File: src/rtl/rf_pkg.sv
package rf_pkg;
  // fixed entry roles
  localparam int IDX_PC = 0;
  localparam int IDX_SP = 1;
  localparam int IDX_SR = 2;
  localparam int IDX_CG = 3;
  // status word bit positions
  localparam int SR_C   = 0;
  localparam int SR_Z   = 1;
  localparam int SR_N   = 2;
  localparam int SR_GIE = 3;
  localparam int SR_V   = 8;

  // does this select/mode pair produce a constant
  function automatic logic cg_active(input int unsigned sel, input logic [1:0] mode);
    return (sel == IDX_CG) || (sel == IDX_SR && mode[1]);
  endfunction

  // constant value, -1 truncates to all ones at any width
  function automatic int cg_value(input int unsigned sel, input logic [1:0] mode);
    if (sel == IDX_SR) return mode[0] ? 8 : 4;
    case (mode)
      2'd0:    return 0;
      2'd1:    return 1;
      2'd2:    return 2;
      default: return -1;
    endcase
  endfunction

  // pointer step amount
  function automatic int ptr_step(input logic dn);
    return dn ? -2 : 2;
  endfunction
endpackage

File: src/rtl/rf_const_gen.sv
module rf_const_gen #(
  parameter int DATA_W = 16,
  parameter int AW     = 4
) (
  input  logic [AW-1:0]     sel,
  input  logic [1:0]        mode,
  output logic              hit,
  output logic [DATA_W-1:0] value
);
  import rf_pkg::*;
  assign hit   = cg_active(int'(sel), mode);
  assign value = DATA_W'(cg_value(int'(sel), mode));
endmodule

File: src/rtl/rf_status.sv
module rf_status #(
  parameter int DATA_W = 16
) (
  input  logic              clk,
  input  logic              rst_n,
  input  logic              wr_hit,
  input  logic [DATA_W-1:0] wr_data,
  input  logic              flg_en,
  input  logic [3:0]        flg_nzcv,
  output logic [DATA_W-1:0] sr_q,
  output logic              gie_q
);
  import rf_pkg::*;

  // flag side effect actually taken this cycle
  logic flag_take;
  assign flag_take = flg_en && !wr_hit;

  always_ff @(posedge clk) begin
    if (!rst_n) begin
      sr_q  <= '0;
      gie_q <= 1'b0;
    end else begin
      gie_q <= sr_q[SR_GIE];
      if (wr_hit) begin
        sr_q <= wr_data;
      end else if (flag_take) begin
        sr_q[SR_C] <= flg_nzcv[0];
        sr_q[SR_Z] <= flg_nzcv[1];
        sr_q[SR_N] <= flg_nzcv[2];
        sr_q[SR_V] <= flg_nzcv[3];
      end
    end
  end


  sr_wr_prio_chk: assert property (@(posedge clk) disable iff (!rst_n)
    wr_hit |=> sr_q == $past(wr_data));


  gie_lag_chk: assert property (@(posedge clk) disable iff (!rst_n)
    gie_q == $past(sr_q[SR_GIE]));


  flag_keep_chk: assert property (@(posedge clk) disable iff (!rst_n)
    flag_take |=> (sr_q[SR_GIE] == $past(sr_q[SR_GIE])) && (sr_q[SR_N] == $past(flg_nzcv[2])));
endmodule

File: src/rtl/rf_gpr_array.sv
module rf_gpr_array #(
  parameter int DATA_W   = 16,
  parameter int NUM_REGS = 16,
  parameter int AW       = 4
) (
  input  logic                             clk,
  input  logic                             rst_n,
  input  logic                             wr_en,
  input  logic [AW-1:0]                    wr_sel,
  input  logic [DATA_W-1:0]                wr_data,
  input  logic                             inc_en,
  input  logic                             inc_sp,
  input  logic                             inc_dn,
  output logic [NUM_REGS-1:0][DATA_W-1:0]  regs_q
);
  import rf_pkg::*;

  for (genvar i = 0; i < NUM_REGS; i++) begin : g_ent
    if (i == IDX_SR || i == IDX_CG) begin : g_none
      assign regs_q[i] = '0;
    end else begin : g_live
      logic              wr_hit, inc_hit;
      logic [DATA_W-1:0] q, nxt;
      assign wr_hit  = wr_en && (wr_sel == AW'(i));
      assign inc_hit = inc_en && (i <= IDX_SP) && (int'(inc_sp) == i);
      always_comb begin
        nxt = q;
        if (wr_hit)       nxt = wr_data;
        else if (inc_hit) nxt = q + DATA_W'(ptr_step(inc_dn));
        if (i <= IDX_SP)  nxt[0] = 1'b0;
      end
      always_ff @(posedge clk) begin
        if (!rst_n) q <= '0;
        else        q <= nxt;
      end
      assign regs_q[i] = q;
    end
  end


  ptr_even_chk: assert property (@(posedge clk) disable iff (!rst_n)
    !regs_q[IDX_PC][0] && !regs_q[IDX_SP][0]);


  wr_over_inc_chk: assert property (@(posedge clk) disable iff (!rst_n)
    (wr_en && inc_en && !inc_sp && wr_sel == AW'(IDX_PC))
      |=> regs_q[IDX_PC][DATA_W-1:1] == $past(wr_data[DATA_W-1:1]));
endmodule

File: src/rtl/regbank_cg.sv
module regbank_cg #(
  parameter int DATA_W   = 16,
  parameter int NUM_REGS = 16
) (
  input  logic                        clk,
  input  logic                        rst_n,
  input  logic [$clog2(NUM_REGS)-1:0] rd_a_sel,
  input  logic [1:0]                  rd_a_mode,
  output logic [DATA_W-1:0]           rd_a_data,
  input  logic [$clog2(NUM_REGS)-1:0] rd_b_sel,
  input  logic [1:0]                  rd_b_mode,
  output logic [DATA_W-1:0]           rd_b_data,
  input  logic                        wr_en,
  input  logic [$clog2(NUM_REGS)-1:0] wr_sel,
  input  logic [DATA_W-1:0]           wr_data,
  input  logic                        flg_en,
  input  logic [3:0]                  flg_nzcv,
  input  logic                        inc_en,
  input  logic                        inc_sp,
  input  logic                        inc_dn,
  output logic [DATA_W-1:0]           pc_q,
  output logic [DATA_W-1:0]           sp_q,
  output logic [DATA_W-1:0]           sr_q,
  output logic                        gie_q
);
  import rf_pkg::*;
  localparam int AW     = $clog2(NUM_REGS);
  localparam int NPORTS = 2;

  logic [NUM_REGS-1:0][DATA_W-1:0] regs_q;
  logic sr_wr;
  assign sr_wr = wr_en && (wr_sel == AW'(IDX_SR));

  rf_gpr_array #(.DATA_W(DATA_W), .NUM_REGS(NUM_REGS), .AW(AW)) u_arr (
    .clk(clk), .rst_n(rst_n), .wr_en(wr_en), .wr_sel(wr_sel), .wr_data(wr_data),
    .inc_en(inc_en), .inc_sp(inc_sp), .inc_dn(inc_dn), .regs_q(regs_q));

  rf_status #(.DATA_W(DATA_W)) u_sr (
    .clk(clk), .rst_n(rst_n), .wr_hit(sr_wr), .wr_data(wr_data),
    .flg_en(flg_en), .flg_nzcv(flg_nzcv), .sr_q(sr_q), .gie_q(gie_q));

  // read ports
  logic [NPORTS-1:0][AW-1:0]     rsel;
  logic [NPORTS-1:0][1:0]        rmode;
  logic [NPORTS-1:0][DATA_W-1:0] rdat, cg_val;
  logic [NPORTS-1:0]             cg_hit;
  assign rsel  = {rd_b_sel, rd_a_sel};
  assign rmode = {rd_b_mode, rd_a_mode};

  for (genvar p = 0; p < NPORTS; p++) begin : g_rd
    rf_const_gen #(.DATA_W(DATA_W), .AW(AW)) u_cg (
      .sel(rsel[p]), .mode(rmode[p]), .hit(cg_hit[p]), .value(cg_val[p]));
    assign rdat[p] = cg_hit[p] ? cg_val[p]
                   : (rsel[p] == AW'(IDX_SR)) ? sr_q : regs_q[rsel[p]];
  end

  assign rd_a_data = rdat[0];
  assign rd_b_data = rdat[1];
  assign pc_q      = regs_q[IDX_PC];
  assign sp_q      = regs_q[IDX_SP];


  r3_zero_chk: assert property (@(posedge clk) disable iff (!rst_n)
    (rd_a_sel == AW'(IDX_CG) && rd_a_mode == 2'd0) |-> rd_a_data == '0);


  r2_const_chk: assert property (@(posedge clk) disable iff (!rst_n)
    (rd_a_sel == AW'(IDX_SR) && rd_a_mode[1]) |-> rd_a_data == (rd_a_mode[0] ? DATA_W'(8) : DATA_W'(4)));


  r2_plain_chk: assert property (@(posedge clk) disable iff (!rst_n)
    (rd_b_sel == AW'(IDX_SR) && !rd_b_mode[1]) |-> rd_b_data == sr_q);
endmodule

File: config.mk
export PLATFORM = sky130hd
export DESIGN_NAME = regbank_cg
export DESIGN_NICKNAME = d
export VERILOG_FILES = /design/src/rtl/rf_pkg.sv /design/src/rtl/rf_const_gen.sv /design/src/rtl/rf_status.sv /design/src/rtl/rf_gpr_array.sv /design/src/rtl/regbank_cg.sv
export SDC_FILE = /design/constraint.sdc
export NUM_CORES = 1
export LEC_CHECK = 0
export ABC_AREA = 0
export BUFFER_PORTS_ARGS = -buffer_cell sky130_fd_sc_hd__buf_2
export CORE_MARGIN = 8
export CORE_UTILIZATION = 35
export CTS_CLUSTER_SIZE = 12
export DETAILED_ROUTE_END_ITERATION = 12
export PLACE_DENSITY = 0.63
export SLEW_MARGIN = 0
export SYNTH_ARGS = -nofsm -noshare
export SYNTH_HDL_FRONTEND = slang
export SYNTH_SLANG_ARGS = --single-unit
File: constraint.sdc
create_clock -name clk -period 3.2 [get_ports clk]
set_input_delay 0.64 -clock clk [delete_from_list [all_inputs] [get_ports clk]]
set_output_delay 0.64 -clock clk [all_outputs]
set_load 0.005 [all_outputs]
==> flow_summary.yaml <==
clocking:
  cts_tree: "done"
  cts_buffers: 27
  clock_latency_ns: 0.54
  cts.clk_slew.worst_paths_ns: 0.06
  cts_hold_buf: 0
  clk_path_buf_depth: 3
  cts.sinks: 239
  htreeDepth: 1
  clock-root-buffer: "clkbuf_16"
routing:
  firstDrtPassIters: 5
  detail_route.wirelength_um: 50700
  drc: 0
  vias: 13400
  wire_per_inst_um: 22.2
  drt_iter0_markers: 1461
  ant_nets: 0
  vias_per_cell: 5.84
setup_path:
  path_class: "in2out"
  cp.required_ns: 2.56
  slowest_stage: "mux4_2"
  path_cells: "clkbuf_4 > buf_12 > buf_4 > mux4_2 > mux4_2 > a32o_1 > buf_2"
  critPathLaunch: "rd_a_sel[1]"
  cp_num_buf_inv: 4
  crit_end: "rd_a_data[3]"
  crit_path_frequent_cell: "mux4_2"
  r2r_end: "u_arr.g_ent[1].g_live.q[13]$_SDFFE_PN0P_"
  worstPathMaxFanout: 12
  r2r_start: "u_arr.g_ent[1].g_live.q[6]$_SDFFE_PN0P_"
  cp-end-kind: "output port"
  crit_arrival_ns: 2.49
  startpoint_type: "input port"
  path_depth: 7
  cpPeakStageDelay_ns: 0.53
  rr_worst_depth: 7
  cpLargestDelayFamily: "multiplexers"
  r2r_setup_slack_ns: 0.83
synth:
  postSynth.asyncResetShare: 0
  synthCells: 1668
  synth_compound_area_frac: 0.206
  synth_top_area_frac: 0.325
  synth_top_cell_by_area: "dfxtp_1"
  synth_most_common_cell: "nand2_1"
  synthTopCellsByArea: "dfxtp_1 (32%), mux4_2 (16%), nand2_1 (13%), a21boi_0 (7.5%), a21boi_1 (3.2%)"
  synth_commonest_cells: "nand2_1 (517), dfxtp_1 (239), a21boi_0 (147), mux4_2 (103), clkbuf_1 (86)"
  avgSynthCellArea_um2: 8.83
  synth_top_family_by_area: "compound AO/OA/AOI/OAI gates"
  synth_simple_gate_area_frac: 0.173
  ys_seq_elements: 239
  synth-edff-count: 0
  synth_area_um2: 14700
  synthAdderAreaFrac: 0.0248
  synth_ff_type: "dfxtp_1"
  muxShareOfSynthArea: 0.201
  synth-xor-area-share: 0.0113
  synth.distinct_cells: 64
  yosysSeqAreaShare: 0.325
  ys_warn_count: 0
timing:
  worst_slew_pin_slew_ns: 0.859
  slew_headroom: 0.426
  finalCriticalPeriod_ns: 3.13
  drv_slew: 0
  hold_viol_final: 0
  setup_viol: 0
  skew_ns: 0.00802
  rsz0062_at_grt: "no"
  setup_tns_ns: 0
  fmax_ghz: 0.320
  timing.final.crit_share: 0.977
cells_and_area:
  drive_above_1_share: 0.213
  fillers: 4069
  final_nets: 1803
  syn_to_final_growth_pct: 14.2
  num_antenna_cells: 0
worst_hold_path:
  min_from: "flg_nzcv[1]"
  hold_class: "in2reg"
floorplanning:
  ioPinCount: 124
  die_h_um: 221
  row_count: 75
  start_util: 0.353
  core_area_um2: 41800
  die_area_um2: 48900
  die_x_um: 221
power_and_ir_drop:
  power_switching_mw: 2.02
  p_sw_frac: 0.272
  vdd_drop_max_mv: 0.366
  finalPower_mw: 7.41
  pwr-share-clk: 0.428
  intPower_mw: 5.40
  p_leak_nw: 6.30
  combPwrFrac: 0.147
  power.density_nw_per_um2: 441
  power_frac_seq: 0.425
global_route:
  grt_max_degree: 86
  grt_usage: 0.199
  antenna_found_initial: 2
  grt_overflow: 0
  grt_pass1_vias: 12700
  grt_pass1_wl_um: 78100
status:
  status: "completed"
flow_run:
  maxCapViolations: 0
placed_design:
  io_buffers: 121
  gp_congestion: 0.985
  dp_hpwl_um: 36400
[cells in the final DEF (no fill, tap or decap), drive strengths merged, types with 27 or more instances in the layout]
master,Yosys,routed
a21boi,210,210
a21oi,43,43
a22oi,27,27
buf,78,195
clkbuf,86,42
dfxtp,239,239
mux4,111,111
nand2,517,517
nor2,36,36
o21ai,75,75
[per-stage QoR]
step	setup WS (ns)	instance area, um2	hold WS, ns	cells	utilization
after floorplan	0.461	14700	0.440	1669	-
after global placement	-0.123	15800	0.447	2235	0.380
after detailed placement	-0.178	15800	0.459	2235	0.380
after CTS	0.0225	16700	0.449	2281	0.401
after global routing	0.0349	16800	0.481	2288	0.403
final	0.0723	16800	0.461	2288	0.403
[tightest hold or removal path: stages]
cell and delay, ns:
buf_2 0.07, mux2i_1 0.05, nand2_1 0.07, o211a_1 0.13
[cell type report]
type / instances / area [um2] / area share
multi-input cells: 1262 / 9080 / 0.540
flip-flops and latches: 239 / 4780 / 0.284
repair buffers: 198 / 1380 / 0.0820
clock buffers: 39 / 801 / 0.0476
well taps: 539 / 674 / 0.0401
clock inverters: 7 / 91.3 / 0.00543
inverters: 4 / 15.0 / 0.000892
[power by group through the flow]
stage | clock network, mW | registers (mW) | logic, mW
2_1_floorplan | 0 | 3.16 | 0.756
3_3_place_gp | 0 | 3.21 | 1.05
3_5_place_dp | 0 | 3.21 | 1.07
4_1_cts | 3.21 | 3.14 | 1.08
5_1_grt | 3.34 | 3.15 | 1.19
6_report | 3.17 | 3.15 | 1.09
[state kept, by name, indices dropped and copies added (netlist names)]
register and flops:
u_arr.g_ent.g_live.q 222, u_sr.sr_q 16, u_sr.gie_q 1
[routing by layer]
layer | track usage | routed length (um)
met4 | 0.0695 | 1530
met1 | 0.262 | 21200
met3 | 0.0312 | 4110
met2 | 0.329 | 23900
met5 | 0 | 12
[kinds of logic (layout without fill, tap and decap cells)]
kind of cell,after synthesis,count (layout)
flops,239,239
other cells,1,2
xor+xnor,19,19
fa+ha+maj,28,28
mux,152,152
compound gates,436,436
buf+inv,168,248
simple gates,625,625
[how the worst min path moves through the flow]
stage	cells after the start	slack, ns	to
after global placement	2	0.45	u_arr.g_ent[15].g_live.q[6]$_SDFFE_PN0P_
final	4	0.46	u_sr.sr_q[1]$_SDFFE_PN0P_
after detailed placement	2	0.46	u_arr.g_ent[10].g_live.q[15]$_SDFFE_PN0P_
after floorplan	2	0.44	u_arr.g_ent[13].g_live.q[6]$_SDFFE_PN0P_
after CTS	4	0.45	u_sr.sr_q[1]$_SDFFE_PN0P_
after global routing	4	0.48	u_sr.sr_q[1]$_SDFFE_PN0P_
[timing repair]
item,in CTS,in global routing
setup endpoints to repair,14,6
gates cloned,0,1
resized for setup,3,3
buffers inserted,0,6
Note: power is estimated with default switching activity, not from simulation.
